[config.mk]
export PLATFORM = sky130hd
export DESIGN_NAME = pe_balance_monitor
export DESIGN_NICKNAME = d
export VERILOG_FILES = /design/src/rtl/pbm_pkg.sv /design/src/rtl/pbm_vote_tree.sv /design/src/rtl/pbm_drain_track.sv /design/src/rtl/pbm_swap_calc.sv /design/src/rtl/pe_balance_monitor.sv
export SDC_FILE = /design/constraint.sdc
export NUM_CORES = 1
export LEC_CHECK = 0
export ABC_AREA = 1
export BUFFER_PORTS_ARGS = -buffer_cell sky130_fd_sc_hd__buf_2
export CORE_ASPECT_RATIO = 0.6
export CORE_MARGIN = 2
export CORE_UTILIZATION = 54
export CTS_BUF_LIST = sky130_fd_sc_hd__clkbuf_4 sky130_fd_sc_hd__clkbuf_8
export CTS_CLUSTER_DIAMETER = 30
export DETAILED_ROUTE_END_ITERATION = 16
export GPL_ROUTABILITY_DRIVEN = 0
export PLACE_DENSITY_LB_ADDON = 0.12
export RECOVER_POWER = 100
export SLEW_MARGIN = 20
export SYNTH_ARGS = -nofsm -noshare
export SYNTH_HDL_FRONTEND = slang
export SYNTH_SLANG_ARGS = --single-unit
[constraint.sdc]
create_clock -name clk -period 14.4 [get_ports clk]
set_input_delay 0.72 -clock clk [delete_from_list [all_inputs] [get_ports clk]]
set_output_delay 0.72 -clock clk [all_outputs]
set_load 0.03 [all_outputs]
[src/rtl/pbm_pkg.sv]
package pbm_pkg;

    typedef enum logic [1:0] {
        MON_IDLE   = 2'd0,
        MON_WATCH  = 2'd1,
        MON_SETTLE = 2'd2
    } mon_state_e;

    // Position of the highest set bit; zero for an input of zero.
    function automatic int unsigned floor_log2(input int unsigned v);
        int unsigned r;
        r = 0;
        for (int i = 0; i < 32; i++) begin
            if ((v >> i) != 0) r = i;
        end
        return r;
    endfunction

endpackage

[src/rtl/pbm_vote_tree.sv]
module pbm_vote_tree #(
    parameter int NUM_PE     = 8,
    parameter int GROUP_SIZE = 2,
    localparam int NUM_GRP   = NUM_PE / GROUP_SIZE,
    localparam int GRP_W     = (NUM_GRP > 1) ? $clog2(NUM_GRP) : 1,
    localparam int VCW       = $clog2(GROUP_SIZE + 1)
) (
    input  logic              clk,
    input  logic              rst,
    input  logic [NUM_PE-1:0] empty,
    output logic [GRP_W-1:0]  win_grp,
    output logic [VCW-1:0]    win_cnt
);
    // Heap-ordered tree: node n has children 2n+1 (lower groups) and 2n+2.
    localparam int NODES = 2 * NUM_GRP - 1;

    logic [GRP_W-1:0] t_idx [NODES];
    logic [VCW-1:0]   t_cnt [NODES];

    for (genvar g = 0; g < NUM_GRP; g++) begin : g_leaf
        logic [VCW-1:0] c;
        always_comb begin
            c = '0;
            for (int k = 0; k < GROUP_SIZE; k++) begin
                c = c + VCW'(empty[g*GROUP_SIZE + k]);
            end
        end
        assign t_cnt[NUM_GRP-1+g] = c;
        assign t_idx[NUM_GRP-1+g] = GRP_W'(g);
    end

    for (genvar n = 0; n < NUM_GRP - 1; n++) begin : g_node
        logic right_wins;
        // strict compare: a tie stays with the lower-indexed side
        assign right_wins = t_cnt[2*n+2] > t_cnt[2*n+1];
        assign t_cnt[n]   = right_wins ? t_cnt[2*n+2] : t_cnt[2*n+1];
        assign t_idx[n]   = right_wins ? t_idx[2*n+2] : t_idx[2*n+1];
    end

    assign win_cnt = t_cnt[0];
    assign win_grp = t_idx[0];

    function automatic logic root_is_best();
        for (int g = 0; g < NUM_GRP; g++) begin
            if (t_cnt[NUM_GRP-1+g] > win_cnt) return 1'b0;
            if (t_cnt[NUM_GRP-1+g] == win_cnt && g < int'(win_grp)) return 1'b0;
        end
        return 1'b1;
    endfunction

    // root holds the largest leaf count, lowest group on a tie
    p_vote_lowest_max_r3: assert property (@(posedge clk) disable iff (rst)
        root_is_best());

endmodule

[src/rtl/pbm_drain_track.sv]
module pbm_drain_track #(
    parameter int NUM_PE = 8,
    localparam int ID_W  = $clog2(NUM_PE)
) (
    input  logic              clk,
    input  logic              rst,
    input  logic              start,
    input  logic              watch,
    input  logic [NUM_PE-1:0] empty,
    output logic              all_empty,
    output logic [ID_W-1:0]   hot_cand
);
    logic [NUM_PE-1:0] prev_q;
    logic [NUM_PE-1:0] rise;
    logic [ID_W-1:0]   last_q;

    function automatic logic [ID_W-1:0] lowest_set(input logic [NUM_PE-1:0] v);
        logic [ID_W-1:0] r;
        r = '0;
        for (int i = NUM_PE - 1; i >= 0; i--) begin
            if (v[i]) r = ID_W'(i);
        end
        return r;
    endfunction

    assign rise      = empty & ~prev_q;
    assign all_empty = &empty;
    assign hot_cand  = (|rise) ? lowest_set(rise) : last_q;

    always_ff @(posedge clk) begin
        if (rst) begin
            prev_q <= '0;
            last_q <= '0;
        end else begin
            prev_q <= empty;
            if (start) begin
                last_q <= '0;
            end else if (watch && |rise) begin
                last_q <= lowest_set(rise);
            end
        end
    end

endmodule

[src/rtl/pbm_swap_calc.sv]
module pbm_swap_calc
    import pbm_pkg::*;
#(
    parameter int CNT_W = 10
) (
    input  logic [CNT_W-1:0] load_hot,
    input  logic [CNT_W-1:0] load_cold,
    input  logic [CNT_W-1:0] init_load,
    input  logic             tracked,
    input  logic [CNT_W-1:0] stored,
    output logic [CNT_W-1:0] swap
);
    localparam int SQ_W = 2 * CNT_W;

    logic [CNT_W-1:0] gap;
    logic [SQ_W-1:0]  sq;
    logic [SQ_W-1:0]  raw;
    logic [SQ_W:0]    mixed;
    int unsigned      sh;

    always_comb begin
        gap = (load_hot > load_cold) ? (load_hot - load_cold) : '0;
        sq  = SQ_W'(gap) * SQ_W'(gap);
        // (gap/2) * (gap/init) with the divide by init replaced by a shift
        sh  = floor_log2(32'(init_load)) + 1;
        raw = sq >> sh;
        if (tracked) mixed = ({1'b0, raw} + (SQ_W+1)'(stored)) >> 1;
        else         mixed = {1'b0, raw};
        swap = (mixed > (SQ_W+1)'(load_hot)) ? load_hot : mixed[CNT_W-1:0];
    end

endmodule

[src/rtl/pe_balance_monitor.sv]
module pe_balance_monitor
    import pbm_pkg::*;
#(
    parameter int NUM_PE      = 8,
    parameter int GROUP_SIZE  = 2,
    parameter int CNT_W       = 10,
    parameter int CONV_ROUNDS = 2,
    localparam int ID_W       = $clog2(NUM_PE)
) (
    input  logic                    clk,
    input  logic                    rst,
    input  logic                    round_start,
    input  logic [NUM_PE-1:0]       pe_empty,
    input  logic [NUM_PE*CNT_W-1:0] pe_load,
    input  logic [CNT_W-1:0]        init_load,
    output logic                    res_valid,
    output logic [ID_W-1:0]         hot_id,
    output logic [ID_W-1:0]         cold_id,
    output logic [CNT_W-1:0]        swap_rows,
    output logic                    converged
);
    localparam int NUM_GRP = NUM_PE / GROUP_SIZE;
    localparam int GRP_W   = (NUM_GRP > 1) ? $clog2(NUM_GRP) : 1;
    localparam int VCW     = $clog2(GROUP_SIZE + 1);
    localparam int ZC_W    = $clog2(CONV_ROUNDS + 1);

    typedef struct packed {
        logic [ID_W-1:0] hot;
        logic [ID_W-1:0] cold;
    } pair_t;

    typedef struct packed {
        logic             vld;
        pair_t            pair;
        logic [CNT_W-1:0] swap;
    } slot_t;

    mon_state_e      st_q;
    logic            cold_got_q;
    logic [ID_W-1:0] cold_q;
    logic [ID_W-1:0] hot_q;
    slot_t           cur_q;
    slot_t           prv_q;
    logic [ZC_W-1:0] zc_q;
    logic            conv_q;

    // ---------------- coldspot vote ----------------
    logic [GRP_W-1:0]  win_grp;
    logic [VCW-1:0]    win_cnt;
    logic [NUM_PE-1:0] grp_mask;
    logic [ID_W-1:0]   cold_pick;

    pbm_vote_tree #(.NUM_PE(NUM_PE), .GROUP_SIZE(GROUP_SIZE)) u_vote (
        .clk     (clk),
        .rst     (rst),
        .empty   (pe_empty),
        .win_grp (win_grp),
        .win_cnt (win_cnt)
    );

    always_comb begin
        for (int i = 0; i < NUM_PE; i++) begin
            grp_mask[i] = ((i / GROUP_SIZE) == int'(win_grp));
        end
    end

    always_comb begin
        cold_pick = '0;
        for (int i = NUM_PE - 1; i >= 0; i--) begin
            if (pe_empty[i] && grp_mask[i]) cold_pick = ID_W'(i);
        end
    end

    // ---------------- hotspot tracking ----------------
    logic            go_round;
    logic            watching;
    logic            all_empty;
    logic [ID_W-1:0] hot_cand;

    assign go_round = (st_q == MON_IDLE) && round_start && !conv_q;
    assign watching = (st_q == MON_WATCH);

    pbm_drain_track #(.NUM_PE(NUM_PE)) u_drain (
        .clk       (clk),
        .rst       (rst),
        .start     (go_round),
        .watch     (watching),
        .empty     (pe_empty),
        .all_empty (all_empty),
        .hot_cand  (hot_cand)
    );

    // ---------------- swap amount ----------------
    pair_t            new_pair;
    logic             hit_cur;
    logic             hit_prv;
    logic [CNT_W-1:0] load_hot;
    logic [CNT_W-1:0] load_cold;
    logic [CNT_W-1:0] swap_next;

    assign new_pair  = '{hot: hot_q, cold: cold_q};
    assign hit_cur   = cur_q.vld && (cur_q.pair == new_pair);
    assign hit_prv   = prv_q.vld && (prv_q.pair == new_pair);
    assign load_hot  = pe_load[int'(hot_q)*CNT_W +: CNT_W];
    assign load_cold = pe_load[int'(cold_q)*CNT_W +: CNT_W];

    pbm_swap_calc #(.CNT_W(CNT_W)) u_calc (
        .load_hot  (load_hot),
        .load_cold (load_cold),
        .init_load (init_load),
        .tracked   (hit_cur || hit_prv),
        .stored    (hit_cur ? cur_q.swap : prv_q.swap),
        .swap      (swap_next)
    );

    // ---------------- round sequencing ----------------
    always_ff @(posedge clk) begin
        if (rst) begin
            st_q       <= MON_IDLE;
            cold_got_q <= 1'b0;
            cold_q     <= '0;
            hot_q      <= '0;
            cur_q      <= '0;
            prv_q      <= '0;
            zc_q       <= '0;
            conv_q     <= 1'b0;
            res_valid  <= 1'b0;
            hot_id     <= '0;
            cold_id    <= '0;
            swap_rows  <= '0;
        end else begin
            res_valid <= 1'b0;
            unique case (st_q)
                MON_IDLE: begin
                    if (go_round) begin
                        st_q       <= MON_WATCH;
                        cold_got_q <= 1'b0;
                    end
                end
                MON_WATCH: begin
                    if (!cold_got_q && win_cnt != '0) begin
                        cold_q     <= cold_pick;
                        cold_got_q <= 1'b1;
                    end
                    if (all_empty) begin
                        hot_q <= hot_cand;
                        st_q  <= MON_SETTLE;
                    end
                end
                MON_SETTLE: begin
                    res_valid <= 1'b1;
                    hot_id    <= hot_q;
                    cold_id   <= cold_q;
                    swap_rows <= swap_next;
                    if (hit_cur) begin
                        cur_q.swap <= swap_next;
                    end else begin
                        prv_q <= cur_q;
                        cur_q <= '{vld: 1'b1, pair: new_pair, swap: swap_next};
                    end
                    if (swap_next == '0) begin
                        zc_q <= zc_q + 1'b1;
                        if (zc_q == ZC_W'(CONV_ROUNDS - 1)) conv_q <= 1'b1;
                    end else begin
                        zc_q <= '0;
                    end
                    st_q <= MON_IDLE;
                end
                default: st_q <= MON_IDLE;
            endcase
        end
    end

    assign converged = conv_q;

    // ---------------- checks ----------------
    p_single_pulse_r5: assert property (@(posedge clk) disable iff (rst)
        res_valid |=> !res_valid);

    p_result_after_settle_r1: assert property (@(posedge clk) disable iff (rst)
        res_valid |-> $past(st_q == MON_SETTLE));

    p_swap_within_load_r6: assert property (@(posedge clk) disable iff (rst)
        res_valid |-> (swap_rows <= pe_load[int'(hot_id)*CNT_W +: CNT_W]));

    p_slots_distinct_r8: assert property (@(posedge clk) disable iff (rst)
        (cur_q.vld && prv_q.vld) |-> (cur_q.pair != prv_q.pair));

    p_frozen_r9: assert property (@(posedge clk) disable iff (rst)
        conv_q |=> (conv_q && !res_valid && $stable(hot_id)
                    && $stable(cold_id) && $stable(swap_rows)));

endmodule

* Word level (Yosys, flattened, before mapping)
Index checks and enable logic that the tools add are counted.
** Word-level totals
- Register bits after elaboration :: 64
- Input bits :: 101
- Logic and storage cells :: 135
** Operators by class
- Add/subtract/negate cells :: 8
- Multiply operators :: 3
- Magnitude comparators :: 5
- Equality and inequality tests :: 11
- Shift operators :: 3
- Muxes and demuxes :: 44
- Bitwise gates (word level) :: 3
- Reductions and logical operators :: 39
** Operators with widths (number)
- 32-bit two-way mux :: 8
- 32-bit nonzero test :: 8
- 80-bit by 8-bit indexed part select with 10-bit output :: 2
- 3-bit two-way mux :: 17
- 32-bit by 1-bit adder with 32-bit output (second input constant) :: 1
- 20-bit by 32-bit >> shifter with 20-bit output :: 1
- 10-bit two-way mux :: 3
- 20-bit by 10-bit adder with 21-bit output :: 1
- 20-bit by 10-bit greater-than comparator with 1-bit output :: 1
- 10-bit by 10-bit multiplier with 20-bit output :: 1
- 20-bit two-way mux :: 1
- 1-bit logical AND :: 14
- 2-bit two-way mux :: 7
- 6-bit equality test :: 2
- 3-bit by 3-bit multiplier with 6-bit output (second input constant) :: 2
- 10-bit greater-than comparator :: 1
- 10-bit logical NOT :: 1
- 10-bit subtractor :: 1
- 9-bit AND reduction :: 1
- 1-bit by 1-bit adder with 2-bit output :: 4
- 8-bit bitwise AND :: 1
- 8-bit inverter :: 1
- 8-bit AND reduction :: 1
- 8-bit OR reduction :: 1
- other kinds (18) :: 35

* Longest topological paths before layout
Gate-level depths: netlist of run 1.
- Depth after elaboration :: 18
- Depth in mapped cells :: 83

* Modules after synthesis
A second synthesis of run 1 with hierarchy kept.
** Second synthesis, totals
- Cells, all modules :: 1706
- Area total of the unflattened synthesis :: 10513.8 µm²
** By module, submodules not included
- pbm_swap_calc :: times used 1, cells each 930, area an instance 5759.3 µm²
- pe_balance_monitor :: times used 1, cells each 640, area an instance 3852.4 µm²
- pbm_drain_track :: times used 1, cells each 84, area an instance 559.3 µm²
- pbm_vote_tree :: times used 1, cells each 52, area an instance 342.8 µm²

* Worst setup path after synthesis of run 1
Ideal clock, no wire load.
- Kind :: register -> register
- Start :: reg cold_q[0]
- End :: reg conv_q (netlist: converged)
- Library setup time :: 0.071 ns
- Data arrival time :: 11.210 ns
- Required time :: 14.329 ns
- Slack :: 3.119 ns
- Stages on the path, launching flop included :: 76
- Clock period less this slack :: 11.281 ns
- Cells stage by stage :: dfxtp_1 -> buf_2 -> clkbuf_1 -> clkbuf_1 -> nor2_1 -> nor2_1 -> o21ai_0 -> a31oi_1 -> ha_1 -> inv_1 -> fa_1 -> nand3_1 -> nand3_2 -> nand2_1 -> nand2_2 -> nand3_2 -> nand2_1 -> nand2_1 -> [40 not listed] -> o31ai_1 -> ha_1 -> nand2_1 -> inv_1 -> a221oi_1 -> nor2_1 -> a21oi_1 -> o21ai_0 -> a21oi_1 -> nand2_1 -> inv_2 -> nand3_4 -> buf_6 -> o21ai_2 -> nand2_1 -> nor2_2 -> nand4_1 -> a21oi_1
** On the way
- Longest elaborated chain between the ends :: 12
- Elaborated cells on any way between the ends :: 19
- Those cells by class :: 2 x add/sub; 2 x mul; 2 x order compare; 2 x eq/ne; 2 x shift; 4 x mux; 5 x reduce/logical
** RTL lines
- start, declared :: line pe_balance_monitor.sv:40 : logic [ID_W-1:0] cold_q;
- start signal, assigned :: line pe_balance_monitor.sv:142 : cold_q <= cold_pick;
- 3-bit by 3-bit multiplier with 6-bit output :: line pe_balance_monitor.sv:105 : assign load_cold = pe_load[int'(cold_q)*CNT_W +: CNT_W];
- 80-bit by 8-bit indexed part select with 10-bit output :: line pe_balance_monitor.sv:105
- 10-bit subtractor / 10-bit greater-than comparator (equally long branches) :: line pbm_swap_calc.sv:22 : gap = (load_hot > load_cold) ? (load_hot - load_cold) : '0;
- 10-bit two-way mux :: line pbm_swap_calc.sv:22
- 10-bit by 10-bit multiplier with 20-bit output :: line pbm_swap_calc.sv:23 : sq = SQ_W'(gap) * SQ_W'(gap);
- 20-bit by 32-bit >> shifter with 20-bit output :: line pbm_swap_calc.sv:26 : raw = sq >> sh;
- 20-bit by 10-bit adder with 21-bit output :: line pbm_swap_calc.sv:27 : if (tracked) mixed = ({1'b0, raw} + (SQ_W+1)'(stored)) >> 1;
- 20-bit two-way mux (*) :: line pbm_swap_calc.sv:27
- 20-bit by 10-bit greater-than comparator with 1-bit output :: line pbm_swap_calc.sv:29 : swap = (mixed > (SQ_W+1)'(load_hot)) ? load_hot : mixed[CNT_W-1:0];
- 10-bit two-way mux (*) :: line pbm_swap_calc.sv:29
- 10-bit logical NOT (*) :: line pe_balance_monitor.sv:161 : if (swap_next == '0) begin
- 3-bit AND reduction (no line) (*)
- end signal, assigned :: line pe_balance_monitor.sv:126 : conv_q <= 1'b0;
- end signal, assigned :: line pe_balance_monitor.sv:163 : if (zc_q == ZC_W'(CONV_ROUNDS - 1)) conv_q <= 1'b1;
- end, declared :: line pe_balance_monitor.sv:45 : logic conv_q;
Every way passes the cells marked *; elsewhere a longest branch is shown, timed or not.
A chain may end at the register's enable or synchronous reset.

* Worst setup path after layout of run 1
- Start :: reg cold_q[0]
- End :: reg zc_q[0]
** On the way
- Longest elaborated chain between the ends :: 12
- Elaborated cells on any way between the ends :: 19
- Those cells by class :: 2 x add/sub; 2 x mul; 2 x order compare; 2 x eq/ne; 2 x shift; 5 x mux; 4 x reduce/logical
** RTL lines
- 3-bit by 3-bit multiplier with 6-bit output :: line pe_balance_monitor.sv:105
- 80-bit by 8-bit indexed part select with 10-bit output :: line pe_balance_monitor.sv:105
- 10-bit subtractor / 10-bit greater-than comparator (equally long branches) :: line pbm_swap_calc.sv:22
- 10-bit two-way mux :: line pbm_swap_calc.sv:22
- 10-bit by 10-bit multiplier with 20-bit output :: line pbm_swap_calc.sv:23
- 20-bit by 32-bit >> shifter with 20-bit output :: line pbm_swap_calc.sv:26
- 20-bit by 10-bit adder with 21-bit output :: line pbm_swap_calc.sv:27
- 20-bit two-way mux (*) :: line pbm_swap_calc.sv:27
- 20-bit by 10-bit greater-than comparator with 1-bit output :: line pbm_swap_calc.sv:29
- 10-bit two-way mux (*) :: line pbm_swap_calc.sv:29
- 10-bit logical NOT (*) :: line pe_balance_monitor.sv:161
- 2-bit two-way mux (*) :: line pe_balance_monitor.sv:161
- end signal, assigned :: line pe_balance_monitor.sv:162 : zc_q <= zc_q + 1'b1;
- end, declared :: line pe_balance_monitor.sv:44 : logic [ZC_W-1:0] zc_q;
Marked as above.

==> flow_metrics.env, run 1 <==
export IMPL_status="finished clean"
export IMPL_synth_edf_count=0
export IMPL_ys_seq_area_frac=0.1272
export IMPL_ys_seq_elements=64
export IMPL_place_area_sq_um=10750
export IMPL_firstDrtPassIters=6
export IMPL_viasPerCell=5.585
export IMPL_clkSlewWorstSetupHoldPaths_ns=0.07
export IMPL_slew_viol_final=0
export IMPL_post_cts_repair_setup_buffers=0
export IMPL_crit_arrival_ns=13.70
export IMPL_synth_fa_ha_area_frac=0.2097
export IMPL_clk_path_buf_depth=2
export IMPL_cts_hold_buffers=0
export IMPL_syn_instance_count=1608
export IMPL_gr_usage_met3=0.06062
export IMPL_grt_use_total=0.2893
export IMPL_vias=10756
export IMPL_fin_skew_ns=0.01024
export IMPL_drc=0
export IMPL_tns_ns=0
export IMPL_ioPinCount=119
export IMPL_criticalPathCategory="flip-flop to flip-flop"
export IMPL_endpoint_kind="flip-flop"
export IMPL_synth_flop_cell="dfxtp_1"
export IMPL_crit_path_top_delay_cell="fa_1"
export IMPL_slowest_delay_ns=0.59
export IMPL_grt_ovfl_total=0
export IMPL_yosysMostFrequentCell="nand2_1"
export IMPL_hpwl_microns=23910
export IMPL_die_area_sq_um=19790
export IMPL_startpoint_type="flip-flop"
export IMPL_num_rows=38
export IMPL_numClockSinks=64
export IMPL_die_y_microns=109.8
export IMPL_yosys_top_cells_count="265 x nand2_1, 260 x inv_1, 214 x o21ai_0"
export IMPL_syn_area_sq_um=10070
export IMPL_synth_top_cell_by_area="dfxtp_1"
export IMPL_drtAntennaViolNets=0
export IMPL_core_area_sq_um=18160
export IMPL_synth_mux_area_frac=0.0009939
export IMPL_hold_depth=2
export IMPL_syn_to_final_growth_pct=9.156
export IMPL_cp_max_fo=26
export IMPL_reg2reg_depth=72
export IMPL_placed_cells=1908
export IMPL_fin_util=0.6053
export IMPL_antenna_found_initial=2
export IMPL_cp_common_cell="nand2_1"
export IMPL_yosys_area_share_simple=0.2706
export IMPL_grt_use_met1=0.4554
export IMPL_hp_start="zc_q[1]"
export IMPL_leakage_nw=5.623
export IMPL_synth_xor_area_frac=0.02249
export IMPL_final_setup_viol_count=0
export IMPL_synth_compound_area_frac=0.2329
export IMPL_drt_wl_total_microns=29120
export IMPL_fin_crit_ns=13.42
export IMPL_io_buffers=117
export IMPL_avgSynthCellArea_sq_um=6.263
export IMPL_rsz0062_at_grt="no"
export IMPL_yosysTopAreaCellShare=0.1272
export IMPL_tightest_slew_ns=1.257
export IMPL_period_share=0.9321
export IMPL_grt_max_degree=62
export IMPL_synth_nets=1849
export IMPL_grt_first_pass_wirelength_microns=46780
export IMPL_cts_resized=0
export IMPL_fmax_ghz=0.07450
export IMPL_powerDensity_nw_per_um2=197.6
export IMPL_hold_viol=0
export IMPL_drt_iter0_markers=1047
export IMPL_top_usage_layer="met1"
export IMPL_synthTopCellsByArea="dfxtp_1 13%, ha_1 11%, o21ai_0 11%"
export IMPL_r2r_start="cold_q[0]"
export IMPL_grt_pass1_vias=9271
export IMPL_drive_gt1_frac=0.1300
export IMPL_cts_tree="yes"
export IMPL_synth_cell_types=58
export IMPL_die_w_microns=180.3
export IMPL_layoutNonFillerInstCount=1926
export IMPL_slew_headroom=0.1621
export IMPL_met2_usage=0.4054
export IMPL_post_drt_wl_per_cell_microns=15.12
export IMPL_ir_worst_vdd_uv=153.4
export IMPL_root_buffer="clkbuf_8"
export IMPL_crit_required_ns=14.67
export IMPL_yosys_warnings=0
export IMPL_start_util=0.5545
export IMPL_crit_start="cold_q[0]"
export IMPL_clk_latency_ns=0.35
export IMPL_synth_top_family_by_area="simple AND/OR/NAND/NOR gates"
export IMPL_maxCapViolCount=0
export IMPL_layout_nets=1920
export IMPL_fin_area_sq_um=10990
export IMPL_numCtsBuffers=9
export IMPL_hp_class="flip-flop to flip-flop"
export IMPL_htreeDepth=3
export IMPL_synth_async_reset_ratio=0
## cell type report
type | instances | area (sq um)
diodes | 2 | 5.005
clock buffers | 10 | 137.6
clock inverters | 6 | 115.1
fillers | 1831 | 7169
inverters | 277 | 1044
multi-input cells | 1195 | 7427
flip-flops and latches | 64 | 1287
well taps | 240 | 300.3
repair buffers | 132 | 676.9
## final timing paths
| path | end | slack [ns] |
|---|---|---|
| max reg2reg | zc_q[0] | 0.98 |
| min reg2reg | zc_q[1] | 0.47 |
| min | zc_q[1] | 0.47 |
| max | zc_q[0] | 0.98 |
## flip-flops by register name, indices dropped and copies added, names as in the netlist
name / count
cur_q: 17
prv_q: 17
u_drain.prev_q: 8
cold_id: 3
cold_q: 3
hot_id: 3
hot_q: 3
u_drain.last_q: 3
st_q: 2
zc_q: 2
cold_got_q: 1
converged: 1
res_valid: 1
## where the power goes
| part | internal, mW | switching, mW | total [mW] |
|---|---|---|---|
| clock | 0.121 | 0.0754 | 0.196 |
| sequential | 0.180 | 0.00409 | 0.184 |
| combinational | 0.621 | 1.17 | 1.79 |
| total | 0.922 | 1.25 | 2.17 |
## through the flow
step	power, mW	worst slack, ns	hold slack, ns
floorplan	1.516	3.119	0.4247
global placement	1.901	1.143	0.4537
detailed placement	1.925	0.9062	0.4602
CTS	2.136	0.8427	0.4711
global route	2.422	0.02929	0.5009
finish	2.172	0.9774	0.4726
## per-layer routing
metal  wire, microns  up-vias
li1                -     5393
met1           15040     4897
met2           11020      440
met4             228        2
met3            2820       24
met5               7        -
## kinds of logic after synthesis
| logic type | after synthesis |
|---|---|
| xor gates and xnor gates | 25 |
| muxes | 1 |
| and+or+nand+nor | 604 |
| adders and majority gates | 140 |
| buffers and inverters | 349 |
| DFF | 64 |
| AOI/OAI and AO/OA | 425 |
## layout by cell type (no fill, tap or decap), drive strengths merged, types with 2 or more instances in the layout
cell type,netlist,layout
nor3,11,11
buf,31,111
a21oi,129,129
a31oi,7,7
o22ai,7,7
o31ai,2,2
clkinv,4,4
a211oi,8,8
diode,0,2
clkbuf,41,31
nand3b,3,3
nand3,92,92
nand4,19,19
a221oi,3,3
or2,14,14
nor2,174,174
bufinv,0,3
nand2,285,285
clkinvlp,0,2
o221ai,3,3
dfxtp,64,64
inv,273,274
fa,48,48
xor2,14,14
xnor2,11,11
a2111oi,2,2
o21ai,226,226
a21o,6,6
o21bai,5,5
ha,92,92
and2,4,4
a21boi,3,3
nor4,2,2
o211ai,20,20
## critical path: cells and delay by family, from the launching register on
kind | cells | cell delay (ns)
adders and majority gates | 10 | 4.36
and+or+nand+nor | 33 | 3.92
AOI/OAI and AO/OA | 15 | 2.82
buffers and inverters | 13 | 1.47
DFF | 1 | 0.35
xor gates and xnor gates | 1 | 0.35
Power figures use the tool's default switching activity.
==> inputs of run 2 (changes only) <==
--- a/config.mk
+++ b/config.mk
@@ -9,7 +9,7 @@
 export BUFFER_PORTS_ARGS = -buffer_cell sky130_fd_sc_hd__buf_2
 export CORE_ASPECT_RATIO = 0.6
 export CORE_MARGIN = 2
-export CORE_UTILIZATION = 54
+export CORE_UTILIZATION = 58
 export CTS_BUF_LIST = sky130_fd_sc_hd__clkbuf_4 sky130_fd_sc_hd__clkbuf_8
 export CTS_CLUSTER_DIAMETER = 30
 export DETAILED_ROUTE_END_ITERATION = 16
==> flow_metrics.env, run 2 (synthesized netlist as in run 1, its figures left out) <==
export IMPL_final_setup_viol_count=0
export IMPL_cts_hold_buffers=0
export IMPL_powerDensity_nw_per_um2=193.2
export IMPL_io_buffers=117
export IMPL_cp_max_fo=16
export IMPL_grt_use_total=0.3042
export IMPL_cts_resized=0
export IMPL_cts_tree="yes"
export IMPL_die_w_microns=174.1
export IMPL_dp_worst_setup_slack_ns=1.110
export IMPL_highest_layer="met5"
export IMPL_cpLargestDelayFamily="simple AND/OR/NAND/NOR gates"
export IMPL_ir_worst_vdd_uv=158.1
export IMPL_layout_nets=1922
export IMPL_finalWorstSetupSlack_ns=1.033
export IMPL_crit_arrival_ns=13.63
export IMPL_drtAntennaViolNets=0
export IMPL_fin_crit_ns=13.37
export IMPL_switching_share=0.5887
export IMPL_fin_skew_ns=0.01041
export IMPL_startpoint_type="flip-flop"
export IMPL_viasPerCell=5.629
export IMPL_combinationalPowerShare=0.847
export IMPL_slowest_delay_ns=0.59
export IMPL_leakage_nw=5.601
export IMPL_slew_headroom=0.02209
export IMPL_die_y_microns=106.1
export IMPL_hpwl_microns=23450
export IMPL_htreeDepth=3
export IMPL_drt_iter0_markers=1037
export IMPL_p_total_mw=2.108
export IMPL_wl_met2_microns=11470
export IMPL_vias=10807
export IMPL_numClockSinks=64
export IMPL_hp_class="flip-flop to flip-flop"
export IMPL_crit_required_ns=14.66
export IMPL_period_share=0.9283
export IMPL_critPathBufInv=13
export IMPL_cp_common_cell="nand2_1"
export IMPL_die_area_sq_um=18470
export IMPL_hold_slack_ns=0.4646
export IMPL_power_frac_clock=0.066
export IMPL_clk_latency_ns=0.35
export IMPL_reg_largest_list="cur_q (17), prv_q (17), u_drain.prev_q (8)"
export IMPL_slew_viol_final=0
export IMPL_criticalPathCategory="flip-flop to flip-flop"
export IMPL_maxCapViolCount=0
export IMPL_hold_viol=0
export IMPL_start_util=0.5895
export IMPL_internal_power_uw=866.8
export IMPL_wl_met3_microns=2818
export IMPL_clk_path_buf_depth=2
export IMPL_root_buffer="clkbuf_8"
export IMPL_tns_ns=0
export IMPL_layout_common_cells="265 x nand2_1, 260 x inv_1, 215 x o21ai_0"
export IMPL_met1_length_microns=14360
export IMPL_grt_ovfl_total=0
export IMPL_grt_first_pass_wirelength_microns=46270
export IMPL_num_rows=37
export IMPL_fill_cells=1652
export IMPL_drc=0
export IMPL_grt_pass1_vias=9429
export IMPL_core_area_sq_um=17080
export IMPL_n_antenna_cell=0
export IMPL_crit_path_top_delay_cell="fa_1"
export IMPL_fmax_ghz=0.07481
export IMPL_p_switching_mw=1.241
export IMPL_clkSlewWorstSetupHoldPaths_ns=0.07
export IMPL_post_drt_wl_per_cell_microns=14.98
export IMPL_numCtsBuffers=9
export IMPL_layout_commonest_cell="nand2_1"
export IMPL_syn_to_final_growth_pct=8.299
export IMPL_seqPwrFrac=0.087
export IMPL_firstDrtPassIters=6
export IMPL_ioPinCount=119
export IMPL_grt_max_degree=62
export IMPL_endpoint_kind="flip-flop"
export IMPL_post_cts_repair_setup_buffers=0
export IMPL_drive_gt1_frac=0.1305
export IMPL_status="finished clean"
export IMPL_antenna_found_initial=1
export IMPL_tightest_slew_ns=1.467
export IMPL_drt_wl_total_microns=28760
export IMPL_rsz0062_at_grt="no"
[run 2: final cells by class]
class / count / area, sq um / share of cell area
timing repair buffer: 134 / 688.2 / 0.06310
sequential: 64 / 1286 / 0.1179
multi-input combinational: 1195 / 7418 / 0.6802
clock inverter: 5 / 32.53 / 0.002983
clock buffer: 11 / 145.1 / 0.01331
tap: 234 / 292.8 / 0.02684
inverter: 277 / 1044 / 0.09568
[run 2: worst paths after layout]
| check | from | endpoint | slack [ns] | depth (start not counted) |
|---|---|---|---|---|
| worst max-delay path | hot_q[1] | converged | 1.03 | 75 |
| worst min-delay path | zc_q[1] | zc_q[1] | 0.46 | 2 |
| worst max register to register | hot_q[1] | converged | 1.03 | 75 |
| worst min register to register | zc_q[1] | zc_q[1] | 0.46 | 2 |
[run 2: power by group through the flow]
| stage | Clock [mW] | Sequential (mW) | Combinational [mW] |
|---|---|---|---|
| 6_report | 0.140 | 0.183 | 1.78 |
| 5_1_grt | 0.148 | 0.184 | 2.00 |
| 4_1_cts | 0.140 | 0.183 | 1.75 |
| 3_5_place_dp | 0 | 0.187 | 1.74 |
| 3_3_place_gp | 0 | 0.187 | 1.69 |
| 2_1_floorplan | 0 | 0.185 | 1.33 |
[run 2: worst reg2reg max path: cells and delay by family, from the launching register on]
kind                       cells  cell delay [ns]
DFF                            1             0.49
adders and majority gates      9             4.22
and+or+nand+nor               38             4.60
buffers and inverters         13             1.39
AOI/OAI and AO/OA             15             2.54
[run 2: routing by layer]
metal | vias up | global-route usage
met1 | 4892 | 0.4803
met4 | 2 | 0.02521
met5 | - | 0
met2 | 505 | 0.4394
met3 | 16 | 0.05615
li1 | 5392 | -
[run 2: stage by stage]
stage | cell area, sq um | util | cells
floorplan | 10070 | - | 1608
global placement | 10750 | 0.6294 | 1904
detailed placement | 10750 | 0.6294 | 1904
CTS | 10930 | 0.6398 | 1920
global route | 10910 | 0.6385 | 1920
finish | 10910 | 0.6385 | 1920
==> inputs of run 3 (changes only) <==
--- a/config.mk
+++ b/config.mk
@@ -6,7 +6,8 @@
 export NUM_CORES = 1
 export LEC_CHECK = 0
 export ABC_AREA = 1
-export BUFFER_PORTS_ARGS = -buffer_cell sky130_fd_sc_hd__buf_2
+export BUFFER_PORTS_ARGS = -buffer_cell sky130_fd_sc_hd__buf_4
+export CAP_MARGIN = 5
 export CORE_ASPECT_RATIO = 0.6
 export CORE_MARGIN = 2
 export CORE_UTILIZATION = 58
@@ -15,7 +16,7 @@
 export DETAILED_ROUTE_END_ITERATION = 16
 export GPL_ROUTABILITY_DRIVEN = 0
 export PLACE_DENSITY_LB_ADDON = 0.12
-export RECOVER_POWER = 100
+export RECOVER_POWER = 50
 export SLEW_MARGIN = 20
 export SYNTH_ARGS = -nofsm -noshare
 export SYNTH_HDL_FRONTEND = slang
==> flow_metrics.env, run 3 (synthesized netlist as in run 1, its figures left out) <==
export IMPL_io_buffers=117
export IMPL_place_area_sq_um=11030
export IMPL_start_util=0.5895
export IMPL_fin_skew_ns=0.007326
export IMPL_ir_worst_vdd_uv=116.5
export IMPL_power_frac_clock=0.074
export IMPL_drt_wl_total_microns=28260
export IMPL_finalWorstSetupSlack_ns=1.175
export IMPL_reg_largest_list="cur_q (17), prv_q (17), u_drain.prev_q (8)"
export IMPL_maxCapViolCount=0
export IMPL_tns_ns=0
export IMPL_antenna_found_initial=0
export IMPL_cpLargestDelayFamily="simple AND/OR/NAND/NOR gates"
export IMPL_fin_crit_ns=13.22
export IMPL_period_share=0.9184
export IMPL_critPathBufInv=14
export IMPL_grt_first_pass_wirelength_microns=46280
export IMPL_p_switching_mw=1.245
export IMPL_crit_arrival_ns=13.51
export IMPL_slew_viol_final=0
export IMPL_viasPerCell=5.583
export IMPL_core_area_sq_um=17080
export IMPL_powerDensity_nw_per_um2=191.9
export IMPL_drc=0
export IMPL_htreeDepth=3
export IMPL_fmax_ghz=0.07562
export IMPL_num_rows=37
export IMPL_drive_gt1_frac=0.1300
export IMPL_die_y_microns=106.1
export IMPL_multi_input_area_sq_um=7425
export IMPL_hold_viol=0
export IMPL_cp_common_cell="nand2_1"
export IMPL_slew_headroom=0.1888
export IMPL_clk_latency_ns=0.35
export IMPL_seqCellArea_sq_um=1287
export IMPL_firstDrtPassIters=5
export IMPL_fin_area_sq_um=11170
export IMPL_internal_power_uw=897.7
export IMPL_die_w_microns=174.1
export IMPL_tightest_slew_ns=1.217
export IMPL_final_setup_viol_count=0
export IMPL_rsz0062_at_grt="no"
export IMPL_cts_resized=0
export IMPL_hp_class="flip-flop to flip-flop"
export IMPL_cts_tree="yes"
export IMPL_post_cts_repair_setup_buffers=0
export IMPL_ioPinCount=119
export IMPL_switching_share=0.5809
export IMPL_numClockSinks=64
export IMPL_grt_use_total=0.3045
export IMPL_placed_cells=1902
export IMPL_n_antenna_cell=0
export IMPL_status="finished clean"
export IMPL_vias=10709
export IMPL_drt_iter0_markers=1030
export IMPL_startpoint_type="flip-flop"
export IMPL_layout_nets=1920
export IMPL_crit_path_top_delay_cell="o21ai_0"
export IMPL_fin_util=0.6536
export IMPL_clk_path_buf_depth=2
export IMPL_hold_slack_ns=0.4763
export IMPL_seqPwrFrac=0.085
export IMPL_clkSlewWorstSetupHoldPaths_ns=0.07
export IMPL_slowest_delay_ns=0.63
export IMPL_post_drt_wl_per_cell_microns=14.73
export IMPL_fill_cells=1653
export IMPL_crit_required_ns=14.68
export IMPL_grt_pass1_vias=9552
export IMPL_grt_ovfl_total=0
export IMPL_layoutNonFillerInstCount=1918
export IMPL_layout_common_cells="265 x nand2_1, 260 x inv_1, 209 x o21ai_0"
export IMPL_endpoint_kind="flip-flop"
export IMPL_cts_hold_buffers=0
export IMPL_layout_commonest_cell="nand2_1"
export IMPL_drtAntennaViolNets=0
export IMPL_criticalPathCategory="flip-flop to flip-flop"
export IMPL_root_buffer="clkbuf_8"
export IMPL_die_area_sq_um=18470
export IMPL_leakage_nw=5.694
export IMPL_syn_to_final_growth_pct=10.87
export IMPL_p_total_mw=2.142
export IMPL_dp_worst_setup_slack_ns=1.055
export IMPL_cp_max_fo=34
export IMPL_numCtsBuffers=9
export IMPL_grt_max_degree=62
export IMPL_combinationalPowerShare=0.841
export IMPL_hpwl_microns=23360
==> run 3: cell types whose count changed in the layout (fill, tap and decap cells not counted), sizes merged <==
cell | previous run | this run
clkinvlp | 4 | 2
bufinv | 0 | 1
buf | 114 | 112
clkinv | 5 | 6
==> run 3: tightest hold or removal path: stages (launching register included) <==
cell	delay (ns)
dfxtp_1	0.31
nand2_1	0.06
a21oi_1	0.06
==> run 3: per-layer routing <==
metal,vias to the layer above,wire length (microns),global-route usage
met1,4845,14260,0.4784
met2,464,11240,0.4405
met3,14,2554,0.05007
met5,-,0,0
li1,5386,-,-
met4,0,196,0.04022
==> run 3: worst paths after layout <==
check	startpoint	end	cells past startpoint	slack [ns]
min	zc_q[1]	zc_q[1]	2	0.48
max reg2reg	hot_q[0]	zc_q[0]	72	1.18
max	hot_q[0]	zc_q[0]	72	1.18
min reg2reg	zc_q[1]	zc_q[1]	2	0.48
==> run 3: cell type report <==
cell class	count	area share
multi-input cells	1195	0.6649
repair buffers	132	0.08203
flip-flops and latches	64	0.1153
clock inverters	5	0.005043
inverters	277	0.09346
clock buffers	11	0.01300
well taps	234	0.02622
==> run 3: power by group through the flow <==
stage	registers (mW)	clock network [mW]	logic [mW]
global placement	0.187	0	1.71
CTS	0.183	0.159	1.77
detailed placement	0.187	0	1.75
floorplan	0.185	0	1.33
global route	0.183	0.166	2.03
finish	0.183	0.158	1.80
